## config.mk

```make
export PLATFORM = sky130hd
export DESIGN_NAME = pirq_router
export DESIGN_NICKNAME = d
export VERILOG_FILES = /design/src/rtl/pirq_router_pkg.sv /design/src/rtl/pirq_route_regs.sv /design/src/rtl/pirq_level_map.sv /design/src/rtl/pirq_swizzle.sv /design/src/rtl/pirq_router.sv
export SDC_FILE = /design/constraint.sdc
export NUM_CORES = 1
export LEC_CHECK = 0
export BUFFER_PORTS_ARGS = -buffer_cell sky130_fd_sc_hd__buf_4
export CAP_MARGIN = 10
export CORE_MARGIN = 4
export CORE_UTILIZATION = 44
export CTS_CLUSTER_SIZE = 40
export DETAILED_ROUTE_END_ITERATION = 8
export PLACE_DENSITY = 0.64
export SLEW_MARGIN = 30
export SYNTH_ARGS = -nofsm -noshare
export SYNTH_HDL_FRONTEND = slang
export SYNTH_HIERARCHICAL = 1
export SYNTH_SLANG_ARGS = --single-unit
```

## constraint.sdc

```tcl
create_clock -name clk -period 6.4 [get_ports clk]
set_clock_uncertainty 0.2 [all_clocks]
set_input_delay 0.64 -clock clk [delete_from_list [all_inputs] [get_ports clk]]
set_output_delay 0.64 -clock clk [all_outputs]
set_load 0.005 [all_outputs]
```

## src/rtl/pirq_router_pkg.sv

```systemverilog
package pirq_router_pkg;
    typedef enum logic [0:0] {
        UPD_TRACK   = 1'b0,
        UPD_REBUILD = 1'b1
    } upd_kind_e;
endpackage

```

## src/rtl/pirq_route_regs.sv

```systemverilog
module pirq_route_regs #(
    parameter int NUM_PIRQ    = 4,
    parameter int NUM_LINES   = 16,
    parameter int ROUTE_W     = 8,
    parameter int ADDR_W      = 8,
    parameter logic [ADDR_W-1:0] BASE_ADDR   = 8'h60,
    parameter logic [ROUTE_W-1:0] RESET_ROUTE = 8'h80,
    localparam int PIRQ_W = $clog2(NUM_PIRQ),
    localparam int DATA_W = NUM_PIRQ * ROUTE_W
) (
    input  logic                             clk,
    input  logic                             rst_n,
    input  logic                             wr_en,
    input  logic [ADDR_W-1:0]                wr_addr,
    input  logic [NUM_PIRQ-1:0]              wr_be,
    input  logic [DATA_W-1:0]                wr_data,
    input  logic [PIRQ_W-1:0]                qry_pin,
    output logic                             qry_en,
    output logic [ROUTE_W-1:0]               qry_irq,
    output logic [NUM_PIRQ-1:0][ROUTE_W-1:0] route_nx,
    output logic                             wr_hit
);
    logic [NUM_PIRQ-1:0][ROUTE_W-1:0] route_q;

    assign wr_hit = wr_en && (wr_addr == BASE_ADDR) && (|wr_be);

    always_comb begin
        for (int p = 0; p < NUM_PIRQ; p++) begin
            route_nx[p] = (wr_hit && wr_be[p]) ? wr_data[p*ROUTE_W +: ROUTE_W] : route_q[p];
        end
    end

    always_ff @(posedge clk) begin
        if (!rst_n) begin
            for (int p = 0; p < NUM_PIRQ; p++) route_q[p] <= RESET_ROUTE;
        end else begin
            route_q <= route_nx;
        end
    end

    always_comb begin
        qry_en  = route_q[qry_pin] < ROUTE_W'(NUM_LINES);
        qry_irq = qry_en ? route_q[qry_pin] : '1;
    end


    out_of_range_write_chk: assert property (@(posedge clk) disable iff (!rst_n)
        (wr_en && (wr_addr != BASE_ADDR)) |=> $stable(route_q));
endmodule

```

## src/rtl/pirq_level_map.sv

```systemverilog
module pirq_level_map
    import pirq_router_pkg::*;
#(
    parameter int NUM_PIRQ  = 4,
    parameter int NUM_LINES = 16,
    parameter int ROUTE_W   = 8,
    localparam int PIRQ_W = $clog2(NUM_PIRQ),
    localparam int LINE_W = $clog2(NUM_LINES),
    localparam int MAP_W  = NUM_PIRQ * NUM_LINES
) (
    input  logic                             clk,
    input  logic                             rst_n,
    input  logic [NUM_PIRQ-1:0]              pirq_lvl,
    input  logic [NUM_PIRQ-1:0][ROUTE_W-1:0] route_nx,
    input  logic                             rebuild,
    output logic [NUM_LINES-1:0]             irq_out
);
    upd_kind_e                    upd_kind;
    logic [MAP_W-1:0]             map_q;
    logic [MAP_W-1:0]             map_nx;
    logic [NUM_LINES-1:0]         line_nx;
    logic [NUM_PIRQ-1:0]          valid_nx;
    logic [LINE_W+PIRQ_W-1:0]     idx;

    always_comb begin
        for (int p = 0; p < NUM_PIRQ; p++) begin
            valid_nx[p] = route_nx[p] < ROUTE_W'(NUM_LINES);
        end
    end

    assign upd_kind = rebuild ? UPD_REBUILD : UPD_TRACK;

    always_comb begin
        idx = '0;
        unique case (upd_kind)
            UPD_REBUILD: map_nx = '0;
            UPD_TRACK:   map_nx = map_q;
            default:     map_nx = map_q;
        endcase
        for (int p = 0; p < NUM_PIRQ; p++) begin
            if (valid_nx[p]) begin
                idx         = {route_nx[p][LINE_W-1:0], PIRQ_W'(p)};
                map_nx[idx] = pirq_lvl[p];
            end
        end
    end

    for (genvar k = 0; k < NUM_LINES; k++) begin : g_or
        assign line_nx[k] = |map_nx[k*NUM_PIRQ +: NUM_PIRQ];
    end

    always_ff @(posedge clk) begin
        if (!rst_n) begin
            map_q   <= '0;
            irq_out <= '0;
        end else begin
            map_q   <= map_nx;
            irq_out <= line_nx;
        end
    end


    quiet_lines_chk: assert property (@(posedge clk) disable iff (!rst_n)
        (pirq_lvl == '0) |=> (irq_out == '0));

    for (genvar p = 0; p < NUM_PIRQ; p++) begin : g_chk
        logic col_any;
        always_comb begin
            col_any = 1'b0;
            for (int k = 0; k < NUM_LINES; k++) col_any = col_any | map_q[k*NUM_PIRQ + p];
        end

        line_follows_pirq_chk: assert property (@(posedge clk) disable iff (!rst_n)
            (pirq_lvl[p] && valid_nx[p]) |=> irq_out[$past(route_nx[p][LINE_W-1:0])]);

        disabled_column_chk: assert property (@(posedge clk) disable iff (!rst_n)
            !valid_nx[p] |=> !col_any);
    end
endmodule

```

## src/rtl/pirq_swizzle.sv

```systemverilog
module pirq_swizzle #(
    parameter int NUM_PIRQ = 4,
    parameter int SLOT_W   = 5,
    localparam int PIRQ_W = $clog2(NUM_PIRQ)
) (
    input  logic [SLOT_W-1:0] swz_slot,
    input  logic [PIRQ_W-1:0] swz_intx,
    output logic [PIRQ_W-1:0] swz_pirq
);
    logic [SLOT_W-1:0] sum;
    logic              unused_hi;

    assign sum       = swz_slot + SLOT_W'(swz_intx) - SLOT_W'(1);
    assign swz_pirq  = sum[PIRQ_W-1:0];
    assign unused_hi = ^sum[SLOT_W-1:PIRQ_W];
endmodule

```

## src/rtl/pirq_router.sv

```systemverilog
module pirq_router #(
    parameter int NUM_PIRQ  = 4,
    parameter int NUM_LINES = 16,
    parameter int ROUTE_W   = 8,
    parameter int ADDR_W    = 8,
    parameter int SLOT_W    = 5,
    localparam int PIRQ_W = $clog2(NUM_PIRQ),
    localparam int DATA_W = NUM_PIRQ * ROUTE_W
) (
    input  logic                 clk,
    input  logic                 rst_n,
    input  logic                 wr_en,
    input  logic [ADDR_W-1:0]    wr_addr,
    input  logic [NUM_PIRQ-1:0]  wr_be,
    input  logic [DATA_W-1:0]    wr_data,
    input  logic [NUM_PIRQ-1:0]  pirq_lvl,
    output logic [NUM_LINES-1:0] irq_out,
    input  logic [PIRQ_W-1:0]    qry_pin,
    output logic                 qry_en,
    output logic [ROUTE_W-1:0]   qry_irq,
    input  logic [SLOT_W-1:0]    swz_slot,
    input  logic [PIRQ_W-1:0]    swz_intx,
    output logic [PIRQ_W-1:0]    swz_pirq
);
    logic [NUM_PIRQ-1:0][ROUTE_W-1:0] route_nx;
    logic                             wr_hit;

    pirq_route_regs #(
        .NUM_PIRQ(NUM_PIRQ), .NUM_LINES(NUM_LINES), .ROUTE_W(ROUTE_W), .ADDR_W(ADDR_W)
    ) i_regs (
        .clk(clk), .rst_n(rst_n), .wr_en(wr_en), .wr_addr(wr_addr), .wr_be(wr_be),
        .wr_data(wr_data), .qry_pin(qry_pin), .qry_en(qry_en), .qry_irq(qry_irq),
        .route_nx(route_nx), .wr_hit(wr_hit)
    );

    pirq_level_map #(
        .NUM_PIRQ(NUM_PIRQ), .NUM_LINES(NUM_LINES), .ROUTE_W(ROUTE_W)
    ) i_map (
        .clk(clk), .rst_n(rst_n), .pirq_lvl(pirq_lvl), .route_nx(route_nx),
        .rebuild(wr_hit), .irq_out(irq_out)
    );

    pirq_swizzle #(.NUM_PIRQ(NUM_PIRQ), .SLOT_W(SLOT_W)) i_swz (
        .swz_slot(swz_slot), .swz_intx(swz_intx), .swz_pirq(swz_pirq)
    );
endmodule

```

# Yosys cells after proc, flatten, opt, wreduce, memory -nomap -nowiden
# Index checks and enable logic that the tools add are counted.
# Widths: inputs -> output; s select.
[word_totals]
word_cells = 76
out_inout_bits = 27
ramBits = 0
ff_bits = 112
n_memories = 0
rom_bits = 0
inputBits = 60
latch_bits = 0
[classes]
n_eq_ne = 1
n_reduce_logical = 27
bitwise = 1
multipliers = 0
magnitude_cmp = 14
n_shift = 0
n_div = 0
muxes = 25
n_addsub = 2
[ops]
columns = ["operator", "n"]
rows = [
  ["$bwmux 64", 4],
  ["$mux 64", 4],
  ["$pmux 64 s2", 1],
  ["$reduce_or 4->1", 17],
  ["$mux 8", 6],
  ["$lt 8x5->1 const B", 5],
  ["$lt 6x7->1 const B", 4],
  ["$ge 6x1->1 const B", 4],
  ["$bmux 8 s2", 1],
  ["$demux 1 s4", 4],
  ["$logic_and 1x1->1", 10],
  ["$eq 8x7->1 const B", 1],
  ["$mux 1", 5],
  ["$lt 2x3->1 const B", 1],
  ["$add 2x2->2", 1],
  ["$sub 2x1->2 const B", 1],
  ["$not 1->1", 1],
]

# Longest topological paths before layout
[logic_depth]
depth_word = 18
depth_mapped = 9
mapped_depth_nobuf = 7

# Hierarchy
# Netlist, hierarchy kept.
[modules_own_cells]
columns = ["mod", "cells_per_inst", "seq_area_each_um2", "area_per_inst_um2", "n_inst"]
rows = [
  ["pirq_level_map", 413, 1601.5, 3737.3, 1],
  ["pirq_route_regs", 213, 640.6, 2042.0, 1],
  ["pirq_swizzle", 5, 0.0, 47.5, 1],
]

# Worst setup path after synthesis
# No wires, ideal clock.
[synth_timing]
path_kind = "input to register"
start = "input wr_addr[7]"
end = "register i_map.irq_out[5]"
arrival_ns = 2.698
slack_ns = 3.364
path_buffers = 2
required_ns = 6.062
path_stages = 9
setup_ns = 0.138
path_cell_list = "and4b_1 buf_2 nand4_2 mux2_2 nor4_4 buf_6 nand3_1 mux2i_1 a41oi_1"
[synth_rtl]
columns = ["item", "line", "source"]
rows = [
  ["start, declared", "pirq_router.sv:13", "input logic [ADDR_W-1:0] wr_addr,"],
  ["end signal, assigned", "pirq_level_map.sv:58", "irq_out <= line_nx;"],
  ["end, declared", "pirq_level_map.sv:16", "output logic [NUM_LINES-1:0] irq_out"],
]

==> out/metrics.yaml <==
synth_warnings: 6
ant_nets: 0
setup_viol: 0
hpwl_um: 10890
place_ws_ps: 2295
numClockSinks: 112
rsz0062_at_grt: "false"
gp_congestion: 0.8384
grt_pass1_vias: 4566
startpoint_type: "input pin"
cp.required_ps: 6450
critical-path-max-stage-delay_ps: 820
final_hold_viol_count: 0
synth_flop_cell: "dfxtp_1"
clkSlewWorstSetupHoldPaths_ps: 70
numCtsBuffers: 9
layout-drive-gt1-share_pct: 22.71
io_buffer_count: 83
cts_tree: "yes"
drt_iter0_drc: 401
power_density_nw_per_um2: 199.6
combPwrFrac_pct: 6.6
grt_max_degree: 81
status: "finished, final reports clean"
dpl_cell_area_um2: 6531
p_leak_nw: 3.192
fin_area_um2: 6847
num_rows: 41
io_pins: 87
htreeDepth: 3
fmax_ghz: 0.2755
wl_per_cell_um: 17.81
internal_power_w: 0.001054
drt_first_pass_iters: 5
cts_hold_buf: 0
initial_core_util_pct: 45.62
antenna_found_initial: 0
antennaDiodeCount: 0
power.total_w: 0.001366
synth-seq-cells: 112
drt-total-wl_um: 15530
holdWs_ps: 280.9
vias: 4999
grt_first_pass_wirelength_um: 24120
yosys.area.top_type: "dfxtp_1"
drc: 0
endpoint_kind: "register"
critPathTopFamily: "simple AND/OR/NAND/NOR gates"
p_clk_share_pct: 42.5
area_growth_pct: 17.50
path_cells: "buf_4, and4b_1, nand4_2, mux2_2, nor4_4, and3b_1, a31oi_1, a41oi_1"
grtUsageTotal_pct: 20.73
finalMaxSlewViolations: 0
seq_area_frac_synth_pct: 38.48
p_switching_w: 0.0003124
netlist.area_leader.share_pct: 38.48
syn-num-nets: 692
core-area_um2: 12770
dieHeight_um: 123.1
timing.final.crit_share_pct: 56.70
cts-resized-gates: 0
avgSynthCellArea_um2: 9.234
seq_power_share_pct: 51.0
peakVddDrop_uv: 153.9
cts.path.max_buffers: 2
worst_pin_slew_ps: 955.9
cp_max_fo: 17
die_area_um2: 15150
cts_root_buf: "clkbuf_16"
die_width_um: 123.1
period_needed_ps: 3629
slew_headroom_pct: 35.79
tns_ps: 0
path_buf_inv: 1
nets: 756
cts_setup_buffers: 0
layout_common_cells: "dfxtp_1, buf_4, mux2i_1"
hold_path.class: "reg2reg"
final_common_cell: "dfxtp_1"
synth_cell_types: 41
crit_type: "in2reg"
cp_slowest_cell: "nor4_4"
synth_edf_count: 0
swShare_pct: 22.86
async_flop_share_pct: 0
clk_latency_ps: 360
via_per_inst: 5.733
netlist_top_cells_area: "dfxtp_1, mux2i_1, nor2b_1"
grt-ovfl-total: 0
finalWorstSetupSlack_ps: 2771
drv_cap: 0
syn_area_um2: 5827
synthCells: 631
cp.arrival_ps: 3680
## power by group through the flow
stage	Clock, W	Sequential [W]	Combinational (W)
after floorplan	0	0.000713	0.0000385
after global placement	0	0.000713	0.0000871
after detailed placement	0	0.000713	0.0000891
after CTS	0.000593	0.000696	0.0000894
after global routing	0.000622	0.000696	0.0000967
final	0.000580	0.000696	0.0000897
## worst paths after layout
check | start | to | slack [ps] | depth (start not counted)
worst min register to register | i_regs/route_q[14]$_SDFF_PN0_ | i_regs/route_q[14]$_SDFF_PN0_ | 280 | 2
worst min-delay path | i_regs/route_q[14]$_SDFF_PN0_ | i_regs/route_q[14]$_SDFF_PN0_ | 280 | 2
worst max-delay path | wr_addr[7] | i_map/irq_out[8]$_SDFF_PN0_ | 2770 | 8
worst max register to register | i_regs/route_q[31]$_SDFF_PN1_ | i_map/irq_out[8]$_SDFF_PN0_ | 3810 | 5
## cell families (layout without fill, tap and decap cells)
group	Yosys count	in the layout	synth area share, %
AND/OR/NAND/NOR	281	281	26.80
multiplexers	114	114	21.13
flip-flops	112	112	38.48
AO/OA/AOI/OAI	63	63	8.611
buffers and inverters	59	128	4.359
adder cells (fa/ha/maj)	1	1	0.2147
XOR/XNOR	1	1	0.4079
## stage by stage
stage | cells | util [%]
2_1_floorplan | 631 | -
3_3_place_gp | 855 | 51.13
3_5_place_dp | 855 | 51.13
4_1_cts | 871 | 53.51
5_1_grt | 872 | 53.60
6_report | 872 | 53.60
## metal layers
layer  vias to the layer above  GRT usage, %  share of wire, %  routed length (µm)
met4                         0         7.405               2.4                 380
met5                         -             0                 0                   0
met1                      2406         27.80                44                6833
li1                       2372             -                 -                   -
met2                       192         32.90                45                7038
met3                        29         4.666               8.2                1279
## synth_stat cells, types with 15 or more instances
master,count
a311oi_1,18
a41oi_1,18
a31oi_1,16
nand2_1,56
nand3_1,31
mux2i_1,78
inv_1,25
mux2_2,32
nor2b_1,67
clkbuf_1,26
nand4_1,15
nor2_1,74
dfxtp_1,112
## flip-flops by register name, indices dropped and copies added, names as in the netlist
register        flops
i_map/map_q        64
i_regs/route_q     32
i_map/irq_out      16
## cell type report
cell class | instances | area, µm²
Clock inverter | 6 | 65.06
Inverter | 26 | 97.59
Sequential cell | 112 | 2242
Clock buffer | 10 | 239.0
Multi-Input combinational cell | 460 | 3338
Tap cell | 172 | 215.2
Timing Repair Buffer | 86 | 649.4
Fill cell | 1160 | 5927
## worst reg2reg max path, stage by stage, from the launching register on
cell     delay [ps]
dfxtp_1         350
mux2_2          310
nor4_4          820
and3b_1         370
a31oi_1         140
a41oi_1         300
(Power assumes the default switching activity.)
